## config.mk

```make
export PLATFORM = sky130hd
export DESIGN_NAME = ext_irq_ctrl
export DESIGN_NICKNAME = d
export VERILOG_FILES = /design/src/rtl/irq_pkg.sv /design/src/rtl/irq_edge_chan.sv /design/src/rtl/irq_prio.sv /design/src/rtl/irq_core_ctl.sv /design/src/rtl/ext_irq_ctrl.sv
export SDC_FILE = /design/constraint.sdc
export NUM_CORES = 1
export LEC_CHECK = 0
export ABC_AREA = 1
export BUFFER_PORTS_ARGS = -buffer_cell sky130_fd_sc_hd__buf_4
export CAP_MARGIN = 10
export CORE_AREA = 2 2 39 41
export DETAILED_ROUTE_END_ITERATION = 6
export DIE_AREA = 0 0 41 43
export PLACE_DENSITY = 0.77
export SLEW_MARGIN = 15
export SYNTH_ARGS = -nofsm -noshare
export SYNTH_HDL_FRONTEND = slang
export SYNTH_SLANG_ARGS = --single-unit
```

## constraint.sdc

```tcl
create_clock -name clk -period 1.41 [get_ports clk]
set_clock_uncertainty 0.2 [all_clocks]
set_input_delay 0.141 -clock clk [delete_from_list [all_inputs] [get_ports clk]]
set_output_delay 0.141 -clock clk [all_outputs]
set_load 0.03 [all_outputs]
```

## src/rtl/irq_pkg.sv

```systemverilog
package irq_pkg;

    typedef enum logic [2:0] {
        CMD_OTHER = 3'd0,
        CMD_EN    = 3'd1,
        CMD_DIS   = 3'd2,
        CMD_TST   = 3'd3,
        CMD_RET   = 3'd4
    } irq_cmd_e;

    typedef struct packed {
        logic gie;
        logic en_pend;
        logic busy;
    } irq_state_t;

    function automatic int unsigned idx_width(int unsigned n);
        return (n > 1) ? $clog2(n) : 1;
    endfunction

endpackage

```

## src/rtl/irq_edge_chan.sv

```systemverilog
module irq_edge_chan #(
    parameter int unsigned SYNC = 2
) (
    input  logic clk,
    input  logic rst,
    input  logic pin,
    input  logic rise,
    input  logic clr_tst,
    input  logic clr_ack,
    output logic flag
);
    logic [SYNC-1:0] sync_q;
    logic            prev_q;
    logic            lvl;
    logic            hit;

    // active level relative to the currently selected polarity
    assign lvl = rise ? sync_q[SYNC-1] : ~sync_q[SYNC-1];
    assign hit = lvl & ~prev_q;

    always_ff @(posedge clk) begin
        if (rst) begin
            sync_q <= '0;
            prev_q <= 1'b1;
            flag   <= 1'b0;
        end else begin
            sync_q <= {sync_q[SYNC-2:0], pin};
            prev_q <= lvl;
            flag   <= hit | (flag & ~clr_tst & ~clr_ack);
        end
    end


    tst_clears_chk: assert property (@(posedge clk) disable iff (rst)
        (clr_tst && !hit) |=> !flag);

endmodule

```

## src/rtl/irq_prio.sv

```systemverilog
module irq_prio #(
    parameter int unsigned NCH = 2,
    localparam int unsigned CHW = irq_pkg::idx_width(NCH)
) (
    input  logic [NCH-1:0] req,
    output logic           any,
    output logic [CHW-1:0] idx,
    output logic [NCH-1:0] onehot
);
    always_comb begin
        idx    = '0;
        onehot = '0;
        for (int i = NCH - 1; i >= 0; i--) begin
            if (req[i]) begin
                idx    = CHW'(i);
                onehot = '0;
                onehot[i] = 1'b1;
            end
        end
        any = |req;
    end
endmodule

```

## src/rtl/irq_core_ctl.sv

```systemverilog
module irq_core_ctl
    import irq_pkg::*;
(
    input  logic     clk,
    input  logic     rst,
    input  logic     cmd_valid,
    input  irq_cmd_e cmd,
    input  logic     take,
    output logic     gie,
    output logic     busy
);
    irq_state_t st_q, st_d;

    always_comb begin
        st_d = st_q;
        if (cmd_valid) begin
            if (st_q.en_pend) begin
                st_d.gie     = 1'b1;
                st_d.en_pend = 1'b0;
            end
            case (cmd)
                CMD_EN:  st_d.en_pend = 1'b1;
                CMD_DIS: begin
                    st_d.gie     = 1'b0;
                    st_d.en_pend = 1'b0;
                end
                CMD_RET: st_d.busy = 1'b0;
                default: ;
            endcase
        end
        if (take) begin
            st_d.gie     = 1'b0;
            st_d.en_pend = 1'b0;
            st_d.busy    = 1'b1;
        end
    end

    always_ff @(posedge clk) begin
        if (rst) st_q <= '0;
        else     st_q <= st_d;
    end

    assign gie  = st_q.gie;
    assign busy = st_q.busy;


    accept_chk: assert property (@(posedge clk) disable iff (rst)
        take |=> (busy && !gie));

    ret_release_chk: assert property (@(posedge clk) disable iff (rst)
        (cmd_valid && cmd == CMD_RET && !take) |=> !busy);

    dis_clear_chk: assert property (@(posedge clk) disable iff (rst)
        (cmd_valid && cmd == CMD_DIS && !take) |=> !gie);

    late_enable_chk: assert property (@(posedge clk) disable iff (rst)
        (st_q.en_pend && cmd_valid && cmd != CMD_DIS && !take) |=> gie);

endmodule

```

## src/rtl/ext_irq_ctrl.sv

```systemverilog
module ext_irq_ctrl
    import irq_pkg::*;
#(
    parameter int unsigned NCH  = 2,
    parameter int unsigned SYNC = 2,
    localparam int unsigned CHW = idx_width(NCH)
) (
    input  logic           clk,
    input  logic           rst,
    input  logic [NCH-1:0] pin_in,
    input  logic [NCH-1:0] wave_rise,
    input  logic [NCH-1:0] chan_en,
    input  logic           cmd_valid,
    input  logic [2:0]     cmd,
    input  logic [CHW-1:0] cmd_ch,
    input  logic           ack,
    output logic [NCH-1:0] req_flags,
    output logic           gie,
    output logic           busy,
    output logic           irq_req,
    output logic [CHW-1:0] irq_ch,
    output logic           skip
);
    irq_cmd_e       cmd_e;
    logic           tst_hit;
    logic           take;
    logic           any_pend;
    logic [NCH-1:0] grant_vec;
    logic [NCH-1:0] clr_ack_vec;

    assign cmd_e   = irq_cmd_e'(cmd);
    assign tst_hit = cmd_valid && (cmd_e == CMD_TST);

    generate
        for (genvar i = 0; i < NCH; i++) begin : g_chan
            irq_edge_chan #(.SYNC(SYNC)) u_chan (
                .clk     (clk),
                .rst     (rst),
                .pin     (pin_in[i]),
                .rise    (wave_rise[i]),
                .clr_tst (tst_hit && (cmd_ch == CHW'(i))),
                .clr_ack (clr_ack_vec[i]),
                .flag    (req_flags[i])
            );
        end
    endgenerate

    irq_prio #(.NCH(NCH)) u_prio (
        .req    (req_flags & chan_en),
        .any    (any_pend),
        .idx    (irq_ch),
        .onehot (grant_vec)
    );

    assign irq_req     = gie && !busy && any_pend;
    assign take        = ack && irq_req;
    assign clr_ack_vec = take ? grant_vec : '0;

    irq_core_ctl u_ctl (
        .clk       (clk),
        .rst       (rst),
        .cmd_valid (cmd_valid),
        .cmd       (cmd_e),
        .take      (take),
        .gie       (gie),
        .busy      (busy)
    );

    always_ff @(posedge clk) begin
        if (rst) skip <= 1'b0;
        else     skip <= tst_hit && req_flags[cmd_ch];
    end


    single_grant_chk: assert property (@(posedge clk) disable iff (rst)
        $onehot0(clr_ack_vec));

endmodule

```

==> impl_results.md <==
- CP arrival: 1.05 ns
- DP HPWL: 817 µm
- Core ar.: 0.00138 mm²
- Die W: 41 µm
- Pin count of the biggest net entering global routing: 12
- Mux cell area share after synthesis: 0%
- Sum Neg Setup Slack: 0 ns
- Post-synthesis register bit count: 12
- Sw power: 183 µW
- CP Max Fanout: 3
- Worst Max-Slew Pin Slew: 0.298 ns
- Largest family of logic cells by synthesized area: simple AND/OR/NAND/NOR gates
- Synth top cells by count: dfxtp_1 (12), inv_1 (11), nand2_1 (5), nor2_1 (5)
- Synth Area in Simple Gates: 31.0%
- Mapped cell area: 544 µm²
- Initial Utilization: 39.3%
- Cts bufs inserted: 3
- Worst EP required: 1.07 ns
- Worst setup SP type: flip-flop
- ANT nets after route: 0
- Vias: 535
- Internal power: 578 µW
- Design area: 863 µm²
- Type of the worst setup path: flip-flop to output port
- Crit end category: output port
- Antenna violations before repair: 0
- Pins Over Slew Limit: 0
- Worst-Skew Late Latency: 0.27 ns
- Drt pass-1 iters: 4
- Number of global-route vias before repair: 497
- DRC Markers: 0
- Switching Share: 24.0%
- CTS tree: yes
- Run status: complete, no violations
- Global-route wire length before repair: 1840 µm
- Most used flip-flop cell after synthesis: dfxtp_1
- Area growth syn-to-layout: 58.6%
- Clock Sinks: 12
- Tmin final: 1.39 ns
- Syn_area_per_cell: 8.25 µm²
- Yosys Warn Count: 0
- DRT iter0 DRCs: 9
- Gr usage total: 16.1%
- GRT overflow: 0
- Worst hold path class: input pin to flip-flop
- Count of different cell masters after synthesis: 22
- Worst slew margin relative to its limit: 80.0%
- Setup violations, final: 0
- Fraction of layout cells with a size suffix above 1: 43.4%
- Fin cells: 115
- FP Rows: 14
- Nets@finish: 114
- Via density: 4.65
- Root Buffer Master: clkbuf_4
- VDD IR-drop max: 0.487 mV
- Asr flop ratio synth: 0%
- Max clock buf depth: 2
- Synth top area cells: dfxtp_1 (44%), inv_1 (7.6%), nand4_1 (4.6%)
- Sequential power share: 47.6%
- Crit share post-route: 98.8%
- Synth area leader: dfxtp_1
- Clk pwr share: 35.6%
- Number of synthesized flops with an enable pin: 0
- Register area share after synthesis: 44.1%
- Overall Power: 761 µW
- Avg WL per Cell: 10.8 µm
- DP Cell Count: 99
- Post-Route Utilization: 62.4%
- Adder-Cell Fraction of Synth Area: 0%
- Synth Area in XOR/XNOR: 3.22%
- Total wire length: 1250 µm
- # diodes: 0
- Max Clk Rate: 718 MHz
- Share of the synthesized area in the top cell type: 44.1%
- Total die area: 0.00176 mm²
- Pwr dens: 881 mW/mm²
- Most common cell in the netlist: dfxtp_1
- Io pins: 21
- Syn Inst Count: 66
- Combinational share of power: 16.8%
- Die height: 43 µm
- Placer Congestion: 0.643
- Unrepaired setup endpoints after global routing: yes
- H-tree depth: 1
- Final hold violation count: 0
- Synth Area in Compound Gates: 9.66%
- Clock-pin slew on the worst setup and hold paths: 0.07 ns
- Placed cell area: 694 µm²
- Syn nets: 80
- Static Leak: 0.415 nW
- Max-Cap Viols: 0
- Quantity of I/O buffers inserted on ports: 20
-- kinds of logic (layout without fill, tap and decap cells) --
logic type             Yosys count  after routing
AND/OR/NAND/NOR                 29             29
buffers and inverters           15             48
flip-flops                      12             12
AO/OA/AOI/OAI                    8              8
XOR/XNOR                         2              2
-- timing repair --
| action | CTS | global route |
|---|---|---|
| pin swaps | 1 | 2 |
| buffers inserted | 1 | 1 |
| setup endpoints to repair | 2 | 1 |
| gates resized for setup | 6 | 2 |
| endpoints found under the hold margin | 12 | 0 |
| hold buffers | 10 | 0 |
-- stage by stage --
stage                     hold WS [ns]  setup slack (ns)
final                           0.0300            0.0167
after global routing            0.0478           -0.0402
after CTS                       0.0182            0.0147
after detailed placement         0.150             0.207
after global placement           0.139             0.230
after floorplan                 0.0480           0.00673
-- placed cells by master, fill, tap and decap left out, types with 4 or more instances in the layout --
cell type / count
buf_4: 21
inv_1: 10
dlygate4sd3_1: 10
dfxtp_1: 9
nand2_1: 5
nor2_1: 5
a21oi_1: 4
nand4_1: 4
-- critical path, stage by stage (launching register included) --
cell,delay [ns]
dfxtp_2,0.35
inv_2,0.04
nor2_4,0.11
and2_4,0.16
buf_6,0.12
-- power groups by stage --
stage | sequential [mW] | clock (mW) | combinational [mW]
6_report | 0.362 | 0.270 | 0.128
5_1_grt | 0.363 | 0.295 | 0.138
4_1_cts | 0.362 | 0.280 | 0.126
3_5_place_dp | 0.371 | 0 | 0.103
3_3_place_gp | 0.370 | 0 | 0.101
2_1_floorplan | 0.370 | 0 | 0.0559
-- per-layer routing --
layer	global-route usage, %	up-vias	share of wire (%)
met3	3.14	2	8.2
li1	-	275	-
met4	10.0	0	0.48
met5	0	-	0
met2	29.7	23	55
met1	14.1	235	36
-- cell type report --
class | instances | area [µm²]
clock buffers | 4 | 36.3
fillers | 126 | 520
multi-input cells | 39 | 244
repair buffers | 32 | 269
flip-flops and latches | 12 | 249
well taps | 16 | 20.0
inverters | 12 | 45.0
-- worst paths after layout --
path                                         startpoint                                     to  slack, ns  cells after the start
setup / recovery                 u_ctl.gie$_SDFFE_PP0P_                                irq_req       0.02                      4
hold / removal                                cmd_valid             u_ctl.st_q[1]$_SDFFE_PP0P_       0.03                      4
setup reg to reg       g_chan[0].u_chan.flag$_SDFF_PP0_                 u_ctl.gie$_SDFFE_PP0P_       0.15                      7
hold reg to reg   g_chan[0].u_chan.sync_q[0]$_SDFF_PP0_  g_chan[0].u_chan.sync_q[1]$_SDFF_PP0_       0.20                      2
-- registers in the layout (all words and copies together) (netlist names) --
signal,count
g_chan.u_chan.sync_q,4
g_chan.u_chan.flag,2
g_chan.u_chan.prev_q,2
skip,1
u_ctl.busy,1
u_ctl.gie,1
u_ctl.st_q,1
Power figures use the tool's default switching activity.
